### config.mk
export PLATFORM = sky130hd
export DESIGN_NAME = intc_top
export DESIGN_NICKNAME = d
export VERILOG_FILES = /design/src/rtl/intc_pkg.sv /design/src/rtl/intc_ctrl.sv /design/src/rtl/intc_datapath.sv /design/src/rtl/intc_top.sv
export SDC_FILE = /design/constraint.sdc
export NUM_CORES = 1
export LEC_CHECK = 0
export ABC_CLOCK_PERIOD_IN_PS = 3850
export CORE_ASPECT_RATIO = 0.5
export CORE_MARGIN = 5
export CORE_UTILIZATION = 30
export CTS_CLUSTER_SIZE = 25
export DETAILED_ROUTE_END_ITERATION = 10
export PLACE_DENSITY_LB_ADDON = 0.3
export SYNTH_ARGS = -nofsm -noshare
export SYNTH_HDL_FRONTEND = slang
export SYNTH_SLANG_ARGS = --single-unit
### constraint.sdc
create_clock -name clk -period 3.85 [get_ports clk]
set_input_delay 0.9625 -clock clk [delete_from_list [all_inputs] [get_ports clk]]
set_output_delay 0.9625 -clock clk [all_outputs]
set_load 0.05 [all_outputs]
### src/rtl/intc_pkg.sv
package intc_pkg;
  localparam int DATA_W = 32;
  localparam int ADDR_W = 3;

  typedef enum logic [ADDR_W-1:0] {
    ADDR_MASK   = 3'd0,
    ADDR_MODE   = 3'd1,
    ADDR_POL    = 3'd2,
    ADDR_FAST   = 3'd3,
    ADDR_CLR    = 3'd4,
    ADDR_STATUS = 3'd5,
    ADDR_PEND   = 3'd6,
    ADDR_NEXT   = 3'd7
  } regAddrE;

  typedef struct packed {
    logic wrMask;
    logic wrMode;
    logic wrPol;
    logic wrFast;
    logic wrClr;
  } regStrobeS;
endpackage

### src/rtl/intc_ctrl.sv
module intc_ctrl
  import intc_pkg::*;
(
  input  logic              regWrEn,
  input  logic [ADDR_W-1:0] regAddr,
  output regStrobeS         strobes,
  output regAddrE           rdSel
);
  regAddrE addrDec;

  always_comb begin
    addrDec = regAddrE'(regAddr);
    rdSel   = addrDec;
    strobes = '0;
    if (regWrEn) begin
      unique case (addrDec)
        ADDR_MASK: strobes.wrMask = 1'b1;
        ADDR_MODE: strobes.wrMode = 1'b1;
        ADDR_POL:  strobes.wrPol  = 1'b1;
        ADDR_FAST: strobes.wrFast = 1'b1;
        ADDR_CLR:  strobes.wrClr  = 1'b1;
        default:   strobes        = '0;
      endcase
    end
  end
endmodule

### src/rtl/intc_datapath.sv
module intc_datapath
  import intc_pkg::*;
#(
  parameter int NUM_SRC     = 32,
  parameter int SYNC_STAGES = 2
) (
  input  logic               clk,
  input  logic               rstN,
  input  logic [NUM_SRC-1:0] srcIn,
  input  regStrobeS          strobes,
  input  regAddrE            rdSel,
  input  logic [DATA_W-1:0]  wrData,
  output logic [DATA_W-1:0]  rdData,
  output logic               irqOut,
  output logic               fastOut
);
  localparam int IDX_W = $clog2(NUM_SRC);

  logic [SYNC_STAGES-1:0][NUM_SRC-1:0] syncStg;
  logic [NUM_SRC-1:0] srcSync, prevSync;
  logic [NUM_SRC-1:0] maskReg, modeReg, polReg, fastReg, latchReg;
  logic [NUM_SRC-1:0] riseVec, fallVec, edgeHit, clrVec, latchNext;
  logic [NUM_SRC-1:0] levelActive, statusVec, pendVec;
  logic [IDX_W-1:0]   nextIdx;
  logic               nextValid;

  // input synchronizer chain
  always_ff @(posedge clk or negedge rstN) begin
    if (!rstN) begin
      syncStg <= '0;
    end else begin
      syncStg[0] <= srcIn;
      for (int s = 1; s < SYNC_STAGES; s++) syncStg[s] <= syncStg[s-1];
    end
  end

  assign srcSync = syncStg[SYNC_STAGES-1];

  always_ff @(posedge clk or negedge rstN) begin
    if (!rstN) prevSync <= '0;
    else       prevSync <= srcSync;
  end

  // configuration registers
  always_ff @(posedge clk or negedge rstN) begin
    if (!rstN) begin
      maskReg <= '1;
      modeReg <= '0;
      polReg  <= '0;
      fastReg <= '0;
    end else begin
      if (strobes.wrMask) maskReg <= wrData[NUM_SRC-1:0];
      if (strobes.wrMode) modeReg <= wrData[NUM_SRC-1:0];
      if (strobes.wrPol)  polReg  <= wrData[NUM_SRC-1:0];
      if (strobes.wrFast) fastReg <= wrData[NUM_SRC-1:0];
    end
  end

  // edge detection on the synchronized line, so polarity changes cause no edge
  always_comb begin
    riseVec   = srcSync & ~prevSync;
    fallVec   = ~srcSync & prevSync;
    edgeHit   = (riseVec & ~polReg) | (fallVec & polReg);
    clrVec    = strobes.wrClr ? wrData[NUM_SRC-1:0] : '0;
    latchNext = modeReg & (edgeHit | (latchReg & ~clrVec));
  end

  always_ff @(posedge clk or negedge rstN) begin
    if (!rstN) latchReg <= '0;
    else       latchReg <= latchNext;
  end

  always_comb begin
    levelActive = srcSync ^ polReg;
    statusVec   = (modeReg & latchReg) | (~modeReg & levelActive);
    pendVec     = statusVec & ~maskReg;
    irqOut      = |(pendVec & ~fastReg);
    fastOut     = |(pendVec & fastReg);
  end

  // lowest-index encoder: descending scan so the smallest set index is kept
  always_comb begin
    nextIdx   = '0;
    nextValid = 1'b0;
    for (int i = NUM_SRC - 1; i >= 0; i--) begin
      if (pendVec[i]) begin
        nextIdx   = i[IDX_W-1:0];
        nextValid = 1'b1;
      end
    end
  end

  always_comb begin
    rdData = '0;
    unique case (rdSel)
      ADDR_MASK:   rdData = DATA_W'(maskReg);
      ADDR_MODE:   rdData = DATA_W'(modeReg);
      ADDR_POL:    rdData = DATA_W'(polReg);
      ADDR_FAST:   rdData = DATA_W'(fastReg);
      ADDR_STATUS: rdData = DATA_W'(statusVec);
      ADDR_PEND:   rdData = DATA_W'(pendVec);
      ADDR_NEXT: begin
        rdData[DATA_W-1]  = nextValid;
        rdData[IDX_W-1:0] = nextIdx;
      end
      default:     rdData = '0;
    endcase
  end

  // a latch bit can only be full if its line was in edge mode the cycle before
  assert_latch_mode_R10: assert property (@(posedge clk) disable iff (!rstN)
    ((latchReg & ~$past(modeReg)) == '0));

  // a full latch with no clear stays full while in edge mode
  assert_edge_hold_R4: assert property (@(posedge clk) disable iff (!rstN)
    1'b1 |=> ((($past(latchReg) & $past(modeReg) & ~$past(clrVec)) & ~latchReg) == '0));

  // a single write reaches at most one register
  assert_one_strobe_R11: assert property (@(posedge clk) disable iff (!rstN)
    $onehot0(strobes));

  // encoder valid agrees with the output OR trees
  assert_next_valid_R9: assert property (@(posedge clk) disable iff (!rstN)
    nextValid == (irqOut | fastOut));

  // all lines masked keeps both requests quiet
  assert_masked_quiet_R7: assert property (@(posedge clk) disable iff (!rstN)
    (&maskReg) |-> (!irqOut && !fastOut));
endmodule

### src/rtl/intc_top.sv
module intc_top
  import intc_pkg::*;
#(
  parameter int NUM_SRC     = 32,
  parameter int SYNC_STAGES = 2
) (
  input  logic               clk,
  input  logic               rstN,
  input  logic [NUM_SRC-1:0] srcIn,
  input  logic               regWrEn,
  input  logic [ADDR_W-1:0]  regAddr,
  input  logic [DATA_W-1:0]  regWrData,
  output logic [DATA_W-1:0]  regRdData,
  output logic               irqOut,
  output logic               fastOut
);
  regStrobeS strobes;
  regAddrE   rdSel;

  intc_ctrl u_ctrl (
    .regWrEn (regWrEn),
    .regAddr (regAddr),
    .strobes (strobes),
    .rdSel   (rdSel)
  );

  intc_datapath #(
    .NUM_SRC     (NUM_SRC),
    .SYNC_STAGES (SYNC_STAGES)
  ) u_datapath (
    .clk     (clk),
    .rstN    (rstN),
    .srcIn   (srcIn),
    .strobes (strobes),
    .rdSel   (rdSel),
    .wrData  (regWrData),
    .rdData  (regRdData),
    .irqOut  (irqOut),
    .fastOut (fastOut)
  );
endmodule

==> run metrics <==
outcome=finished with violations; failing checks=setup timing; Hold Crit Depth=0; Post-Synth Simple-Gate Area=13.2%; wire per inst=19.3 um; RR Endpoint=u_datapath.latchReg[17]$_DFF_PN0_; Slew HR=roughly 43%; synth unique cells=63; Starting Density=30.5%; Syn Nets=1219; Seq/Total Area, Yosys=54.1%; CP startpoint kind=flip-flop; Crit. End Element=output pin; Slowest-stage cell, CP=or4_1; maxcap violations=0; Die H=151 um; CTS tree=done; clk buf depth=3; Synth Area per Inst=10.4 um2; vias in the first global route=9633; worst endpoint required time=2890 ps; Post-synth EDFFs=0; first-pass GRT wire length=55.7 mm; adder-cell area share of the yosys netlist=0%; ys async rst share=100%; gpl congestion=0.903; Hold EP=u_datapath.srcSync[4]$_DFF_PN0_; final worst path period share=102%; drt pass-1 iters=5; Area growth, synth to finish=30.9%; synthesis-stage register bit count=256; PD cells=569 nW/um2; final total power=8890 uW; crit path DAT=2950 ps; CP top delay family=simple AND/OR/NAND/NOR gates; IO Port Bufs=103; vias=9657; Slew Viols, Final=0; Setup CP Type=reg -> out; Reg2Reg Launch Point=u_datapath.polReg[17]$_DFFE_PN0P_; final hold vios=0; CTS Buf Count=26; Synth Flop Type=dfrtp_1; yosys warns=0; largest family of logic cells by synthesized area=compound AO/OA/AOI/OAI gates; vias per cell=approximately 5.2; setup ws final=-62.1 ps; multiplexer share of the synthesized area=8.48%; Nets=1387; CP max stage delay=530 ps; FF-to-FF setup slack=about 2900 ps; Clk pin slew, worst setup/hold paths=approximately 60 ps; Overflow after GRT=0; XOR/XNOR share of the synthesized area=2.28%; Core ar.=approximately 40000 um2; Worst path depth=8; clock latency on the worst-skew pair=between 500 and 600 ps; hold path start=u_datapath.syncStg[4]$_DFF_PN0_; number of routed nets with antenna violations=0; HP Class=reg -> reg; share of layout cells above drive strength 1=23.3%; top-level port count=104; Max Clock Skew=6.42 ps; worst-path maximum fanout=5; Root Buffer Master=clkbuf_16; drt total wl=35.9 mm; max frequency=256 MHz; Peak VDD IR=0.000335 V; DRC=0; row cnt=51; hpwl dp=25.0 mm; post-synthesis compound-gate area fraction=around 19%; Static Leak=0.00654 uW; die area=44100 um2; critical-path cell list=xor2_1, o211ai_1, buf_4, o22ai_1, or4_1, nor4_2, nand4_1, buf_6; Slew @ Worst Pin=857 ps; ant diodes=0; clock sinks=approximately 260; CP Buf/Inv Count=2; initial antenna violation count=0; overall routing resource usage=between 15 and 20%; Cell Area, Synth=11900 um2; reg2reg path depth=4; min Tclk post-route=3910 ps; die span in x=292 um; Fillers=3715; setup TNS=-67.4 ps; Syn Inst Count=1149; number of setup violations in the final report=2; drt initial violations=873; commonest cells after routing, fill and taps aside=dfrtp_1 (220), nand2_1 (152), o21ai_0 (89); CTS H-tree depth=1; commonest non-fill, non-tap cell in the layout=dfrtp_1; RSZ-0062 raised after global routing=yes; largest net degree at the start of global routing=106; hold buffers post-CTS=0
==> repair_timing <==
| item | CTS | global route |
|---|---|---|
| pin swaps | 6 | 16 |
| endpoints found under the hold margin | 0 | 0 |
| setup endpoints to repair | 34 | 10 |
| buffers inserted | 10 | 17 |
| resized for setup | 18 | 28 |
==> cell type report <==
| cell class | instances | area (um2) | area share [%] |
|---|---|---|---|
| Multi-Input combinational cell | 788 | 5280 | 33.8 |
| Tap cell | 530 | 663 | 4.25 |
| Inverter | 61 | 231 | 1.48 |
| Sequential cell | 256 | 6450 | 41.3 |
| Timing Repair Buffer | 184 | 2090 | 13.4 |
| Clock buffer | 37 | 763 | 4.89 |
| Clock inverter | 11 | 135 | 0.866 |
==> cell families after synthesis <==
kind of cell	count (synthesis)
simple gates	342
compound gates	327
flops	256
xor+xnor	31
mux	88
buf+inv	105
==> state kept, by name, summed over array words and instances (netlist names) <==
signal,count
u_datapath.syncStg,32
u_datapath.srcSync,32
u_datapath.maskReg,32
u_datapath.polReg,32
u_datapath.latchReg,32
u_datapath.fastReg,32
u_datapath.modeReg,32
u_datapath.prevSync,32
==> through the flow <==
stage / std cells / util, % / area (um2) / hold WS (ps) / setup slack, ps
finish: 1867 / 40.0 / 15600 / 347 / -62.1
global route: 1867 / 40.0 / 15600 / 353 / -72.6
CTS: 1850 / 39.3 / 15400 / 349 / -7.97
detailed placement: 1792 / 36.6 / 14300 / 335 / -197
global placement: 1792 / 36.6 / 14300 / 332 / -109
floorplan: 1149 / - / 11900 / 331 / 148
==> Yosys cell counts, types with 6 or more instances <==
| cell type | n | area, um2 |
|---|---|---|
| dfrtp_1 | 224 | 5610 |
| nand2_1 | 152 | 571 |
| o21ai_0 | 89 | 445 |
| mux2_2 | 76 | 856 |
| nor2_1 | 75 | 282 |
| a22oi_1 | 62 | 465 |
| inv_1 | 61 | 229 |
| a21oi_1 | 50 | 250 |
| o211ai_1 | 39 | 293 |
| dfstp_2 | 32 | 841 |
| nand3_1 | 32 | 160 |
| nand2b_1 | 28 | 175 |
| clkbuf_1 | 27 | 101 |
| xor2_1 | 22 | 193 |
| o211a_1 | 14 | 140 |
| a211oi_1 | 13 | 97.6 |
| buf_2 | 12 | 60.1 |
| a21boi_0 | 11 | 82.6 |
| nor2b_1 | 11 | 68.8 |
| xnor2_1 | 9 | 78.8 |
| mux2_1 | 8 | 90.1 |
| nand3b_1 | 8 | 60.1 |
| o22ai_1 | 8 | 50.1 |
| a221oi_1 | 7 | 61.3 |
| nor4_1 | 7 | 43.8 |
| and2_1 | 6 | 37.5 |
==> worst register-to-register path, delay by kind of cell (launching register included) <==
| kind | cells | cell delay, ps |
|---|---|---|
| AOI/OAI and AO/OA | 2 | 270 |
| buffers and inverters | 1 | 150 |
| DFF | 1 | 390 |
| and+or+nand+nor | 1 | 100 |
==> how the worst max path moves through the flow <==
stage | to | from
finish | irqOut | u_datapath.polReg[16]$_DFFE_PN0P_
global route | irqOut | u_datapath.polReg[16]$_DFFE_PN0P_
CTS | fastOut | u_datapath.polReg[16]$_DFFE_PN0P_
detailed placement | regRdData[0] | regAddr[0]
global placement | regRdData[0] | regAddr[0]
floorplan | regRdData[0] | regAddr[0]
==> routing by layer <==
| metal | share of wire [%] | vias up | routed length (um) | track usage, % |
|---|---|---|---|---|
| met5 | 0 | - | 0 | 0 |
| met4 | 2.7 | 0 | 984 | 4.42 |
| met3 | 5.7 | 80 | 2040 | 3.03 |
| met2 | 48 | 267 | 17100 | 26.5 |
| met1 | 44 | 4862 | 15800 | 21.5 |
| li1 | - | 4448 | - | - |
==> power by group <==
part | total, uW | internal [uW] | switching [uW]
Clock | 2650 | 1580 | 1070
Sequential | 3610 | 3150 | 464
Combinational | 2630 | 1210 | 1420
Power figures use the tool's default switching activity.
